<file path="config.mk">
export PLATFORM = sky130hd
export DESIGN_NAME = chain_spi_port
export DESIGN_NICKNAME = d
export VERILOG_FILES = /design/src/rtl/chain_spi_pkg.sv /design/src/rtl/chain_sck_edge.sv /design/src/rtl/chain_cfg_shift.sv /design/src/rtl/chain_tx_shift.sv /design/src/rtl/chain_pec.sv /design/src/rtl/chain_spi_port.sv
export SDC_FILE = /design/constraint.sdc
export NUM_CORES = 1
export LEC_CHECK = 0
export ABC_AREA = 1
export BUFFER_PORTS_ARGS = -buffer_cell sky130_fd_sc_hd__buf_4
export CAP_MARGIN = 20
export CORE_AREA = 2 2 155 157
export DETAILED_ROUTE_END_ITERATION = 6
export DIE_AREA = 0 0 157 159
export PLACE_DENSITY_LB_ADDON = 0.12
export SLEW_MARGIN = 20
export SYNTH_ARGS = -nofsm -noshare
export SYNTH_HDL_FRONTEND = slang
export SYNTH_HIERARCHICAL = 1
export SYNTH_SLANG_ARGS = --single-unit
</file>
<file path="constraint.sdc">
create_clock -name clk -period 5.9 [get_ports clk]
set_input_delay 1.18 -clock clk [delete_from_list [all_inputs] [get_ports clk]]
set_output_delay 1.18 -clock clk [all_outputs]
set_load 0.03 [all_outputs]
</file>
<file path="src/rtl/chain_spi_pkg.sv">
package chain_spi_pkg;

    typedef enum logic [2:0] {
        ST_IDLE,
        ST_CMD,
        ST_WR_CFG,
        ST_RD_LOCAL,
        ST_RD_FWD,
        ST_PASS
    } port_state_e;

    // One MSB-first CRC-8 step.
    function automatic logic [7:0] crc8_bit(input logic [7:0] crc,
                                            input logic       din,
                                            input logic [7:0] poly);
        logic       fb;
        logic [7:0] nxt;
        fb  = crc[7] ^ din;
        nxt = {crc[6:0], 1'b0};
        return fb ? (nxt ^ poly) : nxt;
    endfunction

endpackage

</file>
<file path="src/rtl/chain_sck_edge.sv">
module chain_sck_edge (
    input  logic clk,
    input  logic rst_n,
    input  logic sck_i,
    output logic rise_o,
    output logic fall_o
);
    logic sck_q;

    always_ff @(posedge clk or negedge rst_n) begin
        if (!rst_n) sck_q <= 1'b1;
        else        sck_q <= sck_i;
    end

    assign rise_o = sck_i & ~sck_q;
    assign fall_o = ~sck_i & sck_q;
endmodule

</file>
<file path="src/rtl/chain_cfg_shift.sv">
module chain_cfg_shift #(
    parameter int W = 48
) (
    input  logic         clk,
    input  logic         rst_n,
    input  logic         clr_i,
    input  logic         en_i,
    input  logic         din_i,
    output logic [W-1:0] data_o
);
    logic [W-1:0] sreg_q;

    always_ff @(posedge clk or negedge rst_n) begin
        if (!rst_n)     sreg_q <= '1;
        else if (clr_i) sreg_q <= '1;
        else if (en_i)  sreg_q <= {sreg_q[W-2:0], din_i};
    end

    assign data_o = sreg_q;
endmodule

</file>
<file path="src/rtl/chain_tx_shift.sv">
module chain_tx_shift #(
    parameter int W = 56
) (
    input  logic         clk,
    input  logic         rst_n,
    input  logic         load_i,
    input  logic [W-1:0] word_i,
    input  logic         shift_i,
    output logic         msb_o
);
    logic [W-1:0] tx_q;

    always_ff @(posedge clk or negedge rst_n) begin
        if (!rst_n)       tx_q <= '1;
        else if (load_i)  tx_q <= word_i;
        else if (shift_i) tx_q <= {tx_q[W-2:0], 1'b1};
    end

    assign msb_o = tx_q[W-1];
endmodule

</file>
<file path="src/rtl/chain_pec.sv">
module chain_pec
    import chain_spi_pkg::*;
#(
    parameter int         W    = 48,
    parameter logic [7:0] POLY = 8'h07,
    parameter logic [7:0] INIT = 8'h41
) (
    input  logic [W-1:0] data_i,
    output logic [7:0]   pec_o
);
    always_comb begin
        logic [7:0] acc;
        acc = INIT;
        for (int i = W - 1; i >= 0; i--) begin
            acc = crc8_bit(acc, data_i[i], POLY);
        end
        pec_o = acc;
    end
endmodule

</file>
<file path="src/rtl/chain_spi_port.sv">
module chain_spi_port
    import chain_spi_pkg::*;
#(
    parameter int         CFG_BYTES = 6,
    parameter int         CNT_W     = 12,
    parameter logic [7:0] CMD_WR    = 8'h01,
    parameter logic [7:0] CMD_RD    = 8'h02,
    parameter logic [7:0] PEC_POLY  = 8'h07,
    parameter logic [7:0] PEC_INIT  = 8'h41
) (
    input  logic                   clk,
    input  logic                   rst_n,
    input  logic                   top_i,
    input  logic                   csb_lo_i,
    input  logic                   sck_lo_i,
    input  logic                   sdi_lo_i,
    output logic                   sdo_lo_o,
    output logic                   csb_up_o,
    output logic                   sck_up_o,
    output logic                   sdi_up_o,
    input  logic                   sdo_up_i,
    output logic [CFG_BYTES*8-1:0] cfg_o
);
    localparam int CFG_W = CFG_BYTES * 8;
    localparam int RD_W  = CFG_W + 8;

    port_state_e       state_q, state_d;
    logic [CNT_W-1:0]  cnt_q;
    logic [7:0]        cmd_q;
    logic [7:0]        cmd_next;
    logic              gate_q;
    logic              out_q;
    logic [CFG_W-1:0]  cfg_q;
    logic [CFG_W-1:0]  shreg;
    logic [CFG_W-1:0]  cfg_capt;
    logic [CFG_W-1:0]  cfg_stream;
    logic [7:0]        pec;
    logic              rise, fall;
    logic              cmd_done;
    logic              wr_ok;
    logic              tx_msb;
    logic              tx_load, tx_shift;
    logic              rd_last;

    chain_sck_edge u_edge (
        .clk    (clk),
        .rst_n  (rst_n),
        .sck_i  (sck_lo_i),
        .rise_o (rise),
        .fall_o (fall)
    );

    chain_cfg_shift #(.W(CFG_W)) u_cfg_shift (
        .clk    (clk),
        .rst_n  (rst_n),
        .clr_i  (state_q == ST_IDLE),
        .en_i   ((state_q == ST_WR_CFG) && rise),
        .din_i  (sdi_lo_i),
        .data_o (shreg)
    );

    // Byte remapping between serial order and register order
    for (genvar k = 0; k < CFG_BYTES; k++) begin : g_map
        assign cfg_capt[8*k +: 8]             = shreg[CFG_W-1-8*k -: 8];
        assign cfg_stream[CFG_W-1-8*k -: 8]   = cfg_q[8*k +: 8];
    end

    chain_pec #(.W(CFG_W), .POLY(PEC_POLY), .INIT(PEC_INIT)) u_pec (
        .data_i (cfg_stream),
        .pec_o  (pec)
    );

    chain_tx_shift #(.W(RD_W)) u_tx (
        .clk     (clk),
        .rst_n   (rst_n),
        .load_i  (tx_load),
        .word_i  ({cfg_stream, pec}),
        .shift_i (tx_shift),
        .msb_o   (tx_msb)
    );

    assign cmd_next = {cmd_q[6:0], sdi_lo_i};
    assign cmd_done = (state_q == ST_CMD) && rise && (cnt_q == CNT_W'(7));
    assign wr_ok    = (cnt_q >= CNT_W'(CFG_W)) && (cnt_q[2:0] == 3'd0);
    assign rd_last  = (cnt_q == CNT_W'(RD_W));
    assign tx_load  = cmd_done && (cmd_next == CMD_RD);
    assign tx_shift = (state_q == ST_RD_LOCAL) && fall && !rd_last && !csb_lo_i;

    // State register
    always_ff @(posedge clk or negedge rst_n) begin
        if (!rst_n) state_q <= ST_IDLE;
        else        state_q <= state_d;
    end

    // Next state
    always_comb begin
        state_d = state_q;
        if (csb_lo_i) begin
            state_d = ST_IDLE;
        end else begin
            unique case (state_q)
                ST_IDLE:     state_d = ST_CMD;
                ST_CMD: begin
                    if (cmd_done) begin
                        if (cmd_next == CMD_WR)      state_d = ST_WR_CFG;
                        else if (cmd_next == CMD_RD) state_d = ST_RD_LOCAL;
                        else                         state_d = ST_PASS;
                    end
                end
                ST_WR_CFG:   state_d = ST_WR_CFG;
                ST_RD_LOCAL: if (fall && rd_last) state_d = ST_RD_FWD;
                ST_RD_FWD:   state_d = ST_RD_FWD;
                ST_PASS:     state_d = ST_PASS;
                default:     state_d = ST_IDLE;
            endcase
        end
    end

    // Datapath registers
    always_ff @(posedge clk or negedge rst_n) begin
        if (!rst_n) begin
            cnt_q  <= '0;
            cmd_q  <= '0;
            gate_q <= 1'b0;
            out_q  <= 1'b1;
            cfg_q  <= '0;
        end else if (csb_lo_i) begin
            cnt_q  <= '0;
            gate_q <= 1'b0;
            out_q  <= 1'b1;
            if ((state_q == ST_WR_CFG) && wr_ok) cfg_q <= cfg_capt;
        end else begin
            unique case (state_q)
                ST_IDLE: begin
                    cnt_q <= '0;
                    cmd_q <= '0;
                end
                ST_CMD: begin
                    if (rise) begin
                        cmd_q <= cmd_next;
                        cnt_q <= cmd_done ? '0 : cnt_q + 1'b1;
                        if (tx_load) gate_q <= 1'b1;
                    end
                end
                ST_WR_CFG: begin
                    if (rise && (cnt_q != '1)) cnt_q <= cnt_q + 1'b1;
                end
                ST_RD_LOCAL: begin
                    if (fall) begin
                        if (rd_last) begin
                            gate_q <= 1'b0;
                        end else begin
                            out_q <= tx_msb;
                            cnt_q <= cnt_q + 1'b1;
                        end
                    end
                end
                default: ;
            endcase
        end
    end

    // Outputs
    always_comb begin
        sdo_lo_o = 1'b1;
        sdi_up_o = sdi_lo_i;
        unique case (state_q)
            ST_WR_CFG:          sdi_up_o = shreg[CFG_W-1];
            ST_RD_LOCAL:        sdo_lo_o = out_q;
            ST_RD_FWD, ST_PASS: sdo_lo_o = top_i ? 1'b1 : sdo_up_i;
            default: ;
        endcase
        if (top_i) sdi_up_o = 1'b1;
        csb_up_o = top_i | csb_lo_i;
        sck_up_o = top_i | gate_q | sck_lo_i;
    end

    assign cfg_o = cfg_q;

    AST_SDO_HOLD_SCK_HIGH: assert property (@(posedge clk) disable iff (!rst_n)
        (sck_lo_i && $past(sck_lo_i) && !csb_lo_i && !$past(csb_lo_i)) |-> $stable(sdo_lo_o))
        else $error("sdo changed while clock high");

    AST_CFG_ONLY_AT_CSB: assert property (@(posedge clk) disable iff (!rst_n)
        !csb_lo_i |=> $stable(cfg_o))
        else $error("cfg changed with chip select low");

    AST_GATE_IN_READ: assert property (@(posedge clk) disable iff (!rst_n)
        (state_q != ST_RD_LOCAL) |-> !gate_q)
        else $error("upper clock held outside local read");

    AST_CMD_CNT_RANGE: assert property (@(posedge clk) disable iff (!rst_n)
        (state_q == ST_CMD) |-> (cnt_q < CNT_W'(8)))
        else $error("command bit count overflow");

    AST_RD_CNT_RANGE: assert property (@(posedge clk) disable iff (!rst_n)
        (state_q == ST_RD_LOCAL) |-> (cnt_q <= CNT_W'(RD_W)))
        else $error("read bit count overflow");

endmodule

</file>
==> metrics.yaml <==
grtUsageMet1_pct: 32.8
ios: 59
setup_viol: 0
syn-cell-area_sq_mm: 0.0108
cts_buffer_depth: 2
avgViaCountPerCell: 5.06
multi_input_area_sq_mm: 0.00536
dpl_cell_area_sq_mm: 0.0114
crit_arrival_ns: 3.99
drt-pass1-iter-count: 5
reg2regPathDepth: 32
drc: 0
period_minus_slack_ns: 3.63
io_buffers: 58
cts_resized: 0
via_count: 9547
grtUsageMet3_pct: 3.10
hp-start: "u_tx/tx_q[0]"
cp_slowest_cell: "dfrtp_1"
seqCellArea_sq_mm: 0.00456
max_freq_mhz: 276
max_slew_margin_pct: 33.3
grt_antenna_before_repair: 0
numCtsBuffers: 17
power_density_mw_per_mm2: 395
area_growth_pct: 10.5
fin_crit_sh_pct: 61.5
routed_wl_um: 26700
gp_congestion: 0.829
yosys-top-cells-area: "dfstp_2 26%, nand2_1 20%, dfrtp_1 16%"
crit_path_end_kind: "flop"
ys_warn_count: 6
drv_cap: 0
report.final.hold_viol_count: 0
ys_ff_latch: 177
routedWlPerCell_um: 14.2
leakage_nw: 6.11
grt_max_degree: 97
tns_ns: 0
rsz0062_at_grt: "false"
grt_pass1_vias: 8723
cts_hold_buf: 0
synth_top_cell_by_area: "dfstp_2"
syn-instance-count: 1525
worstHoldEndpoint: "u_tx/tx_q[0]"
r2r_start: "cfg_o[7]"
crit_type: "flop to flop"
fin_area_sq_mm: 0.0120
hold_class: "flop to flop"
crit_path_max_fanout: 8
cts-root-buf: "clkbuf_16"
stdcell_count: 1885
syn_area_per_cell_sq_um: 7.10
dieArea_sq_mm: 0.0250
drive_gt1_share_pct: 20.2
grt_use_met2_pct: 34.1
drv_slew: 0
coreArea_sq_mm: 0.0232
worst_slew_pin_slew_ns: 0.999
syn-num-nets: 1534
tritoncts: "done"
grt_usage_pct: 22.1
crit_top_cell: "nand2_1"
antenna_cells: 0
hpwl_um: 18900
synthArstFlopShare_pct: 100
netlist_top_cells_count: "585 x nand2_1, 232 x nand3_1, 132 x inv_1, 106 x dfstp_2, 71 x dfrtp_1"
htree_levels: 4
yosysMostFrequentCell: "nand2_1"
total_power_mw: 4.72
drt_iter0_drc: 639
grt_pass1_wl_um: 44800
clk_latency_ns: 0.43
ys_types: 43
hold_depth: 2
fill_cells: 2329
dp_cells: 1853
postRouteAntennaNets: 0
synth_edf_count: 0
busiest_layer: "met2"
r2r-end: "u_tx/tx_q[2]"
worstPathRequired_ns: 6.26
start_kind: "flop"
die_w_um: 157
status: "completed"
path_clk_slew_ns: 0.07
rrSetupSlack_ns: 2.27
row_count: 56
start_util_pct: 46.7
clock_sinks: 177
seq_area_frac_synth_pct: 42.2
clock_skew_ns: 0.0123
grt_overflow_total: 0
die_h_um: 159
synth.top_cell.area_share_pct: 25.7
fin_nets: 1562
ys.flop_type: "dfstp_2"
ir_worst_vdd_uv: 290
post_cts_buffers: 0
crit_path_max_incr_delay_ns: 0.64
-- worst max path at each step --
stage,startpoint,to,slack [ns]
4_1_cts,cfg_o[7],u_tx/tx_q[2],2.28
5_1_grt,cfg_o[7],u_tx/tx_q[2],1.75
3_3_place_gp,sck_lo_i,u_tx/tx_q[41],2.01
2_1_floorplan,cfg_o[4],u_tx/tx_q[5],2.84
3_5_place_dp,sck_lo_i,u_tx/tx_q[41],1.97
6_report,cfg_o[7],u_tx/tx_q[2],2.27
-- placed cells by master, fill, tap and decap left out, drive strengths merged --
cell type	count
a31oi	1
a21boi	1
nand3	245
xnor2	6
dfstp	106
nand4	6
or2	3
a211oi	1
nor3	1
o21ai	69
dfrtp	71
clkbuf	20
ha	2
nand2	641
xor2	14
bufinv	1
clkinvlp	2
inv	160
nand3b	11
a21oi	65
o22ai	6
or3	1
clkinv	7
o211ai	1
buf	65
a41oi	1
nor2	59
-- report_power, final --
| part | switching (mW) | internal, mW | leakage (nW) |
|---|---|---|---|
| Clock | 0.474 | 0.594 | 0.271 |
| Combinational | 1.43 | 0.681 | 3.75 |
| Sequential | 0.113 | 1.43 | 2.09 |
| Total | 2.02 | 2.71 | 6.11 |
-- critical path, delay by kind of cell, from the launching register on --
family / cells / cell delay [ns]
buffers and inverters: 1 / 0.11
flip-flops: 1 / 0.64
AND/OR/NAND/NOR: 31 / 2.81
-- state kept, by name, summed over array words and instances (netlist names) --
signal	cells
out_q	1
u_edge/sck_q	1
state_q	3
u_tx/tx_q	56
u_cfg_shift/data_o	48
cfg_o	48
gate_q	1
cmd_q	7
cnt_q	12
-- stage by stage --
stage / setup slack, ns / util (%) / hold WS, ns
after floorplan: 2.84 / - / 0.436
after global placement: 2.01 / 49.2 / 0.453
after detailed placement: 1.97 / 49.2 / 0.455
after CTS: 2.28 / 51.6 / 0.466
after global routing: 1.75 / 51.6 / 0.478
final: 2.27 / 51.6 / 0.465
-- cell type report --
cell class | count | area share [%]
Clock buffer | 20 | 3.74
Timing Repair Buffer | 65 | 4.11
Clock inverter | 12 | 0.910
Tap cell | 319 | 3.34
Inverter | 158 | 4.96
Multi-Input combinational cell | 1134 | 44.8
Sequential cell | 177 | 38.2
-- logic make-up (layout without fill, tap and decap cells) --
logic type / after synthesis / count (layout) / share of synthesized area [%]
and+or+nand+nor: 967 / 967 / 40.1
buffers and inverters: 214 / 255 / 8.71
DFF: 177 / 177 / 42.2
AOI/OAI and AO/OA: 145 / 145 / 7.03
xor gates and xnor gates: 20 / 20 / 1.76
adders and majority gates: 2 / 2 / 0.231
-- metal layers --
layer,part of all wire (%),up-vias
met5,0,-
li1,-,4910
met3,4.4,21
met4,1.4,0
met2,45,186
met1,49,4430
(Power assumes the default switching activity.)
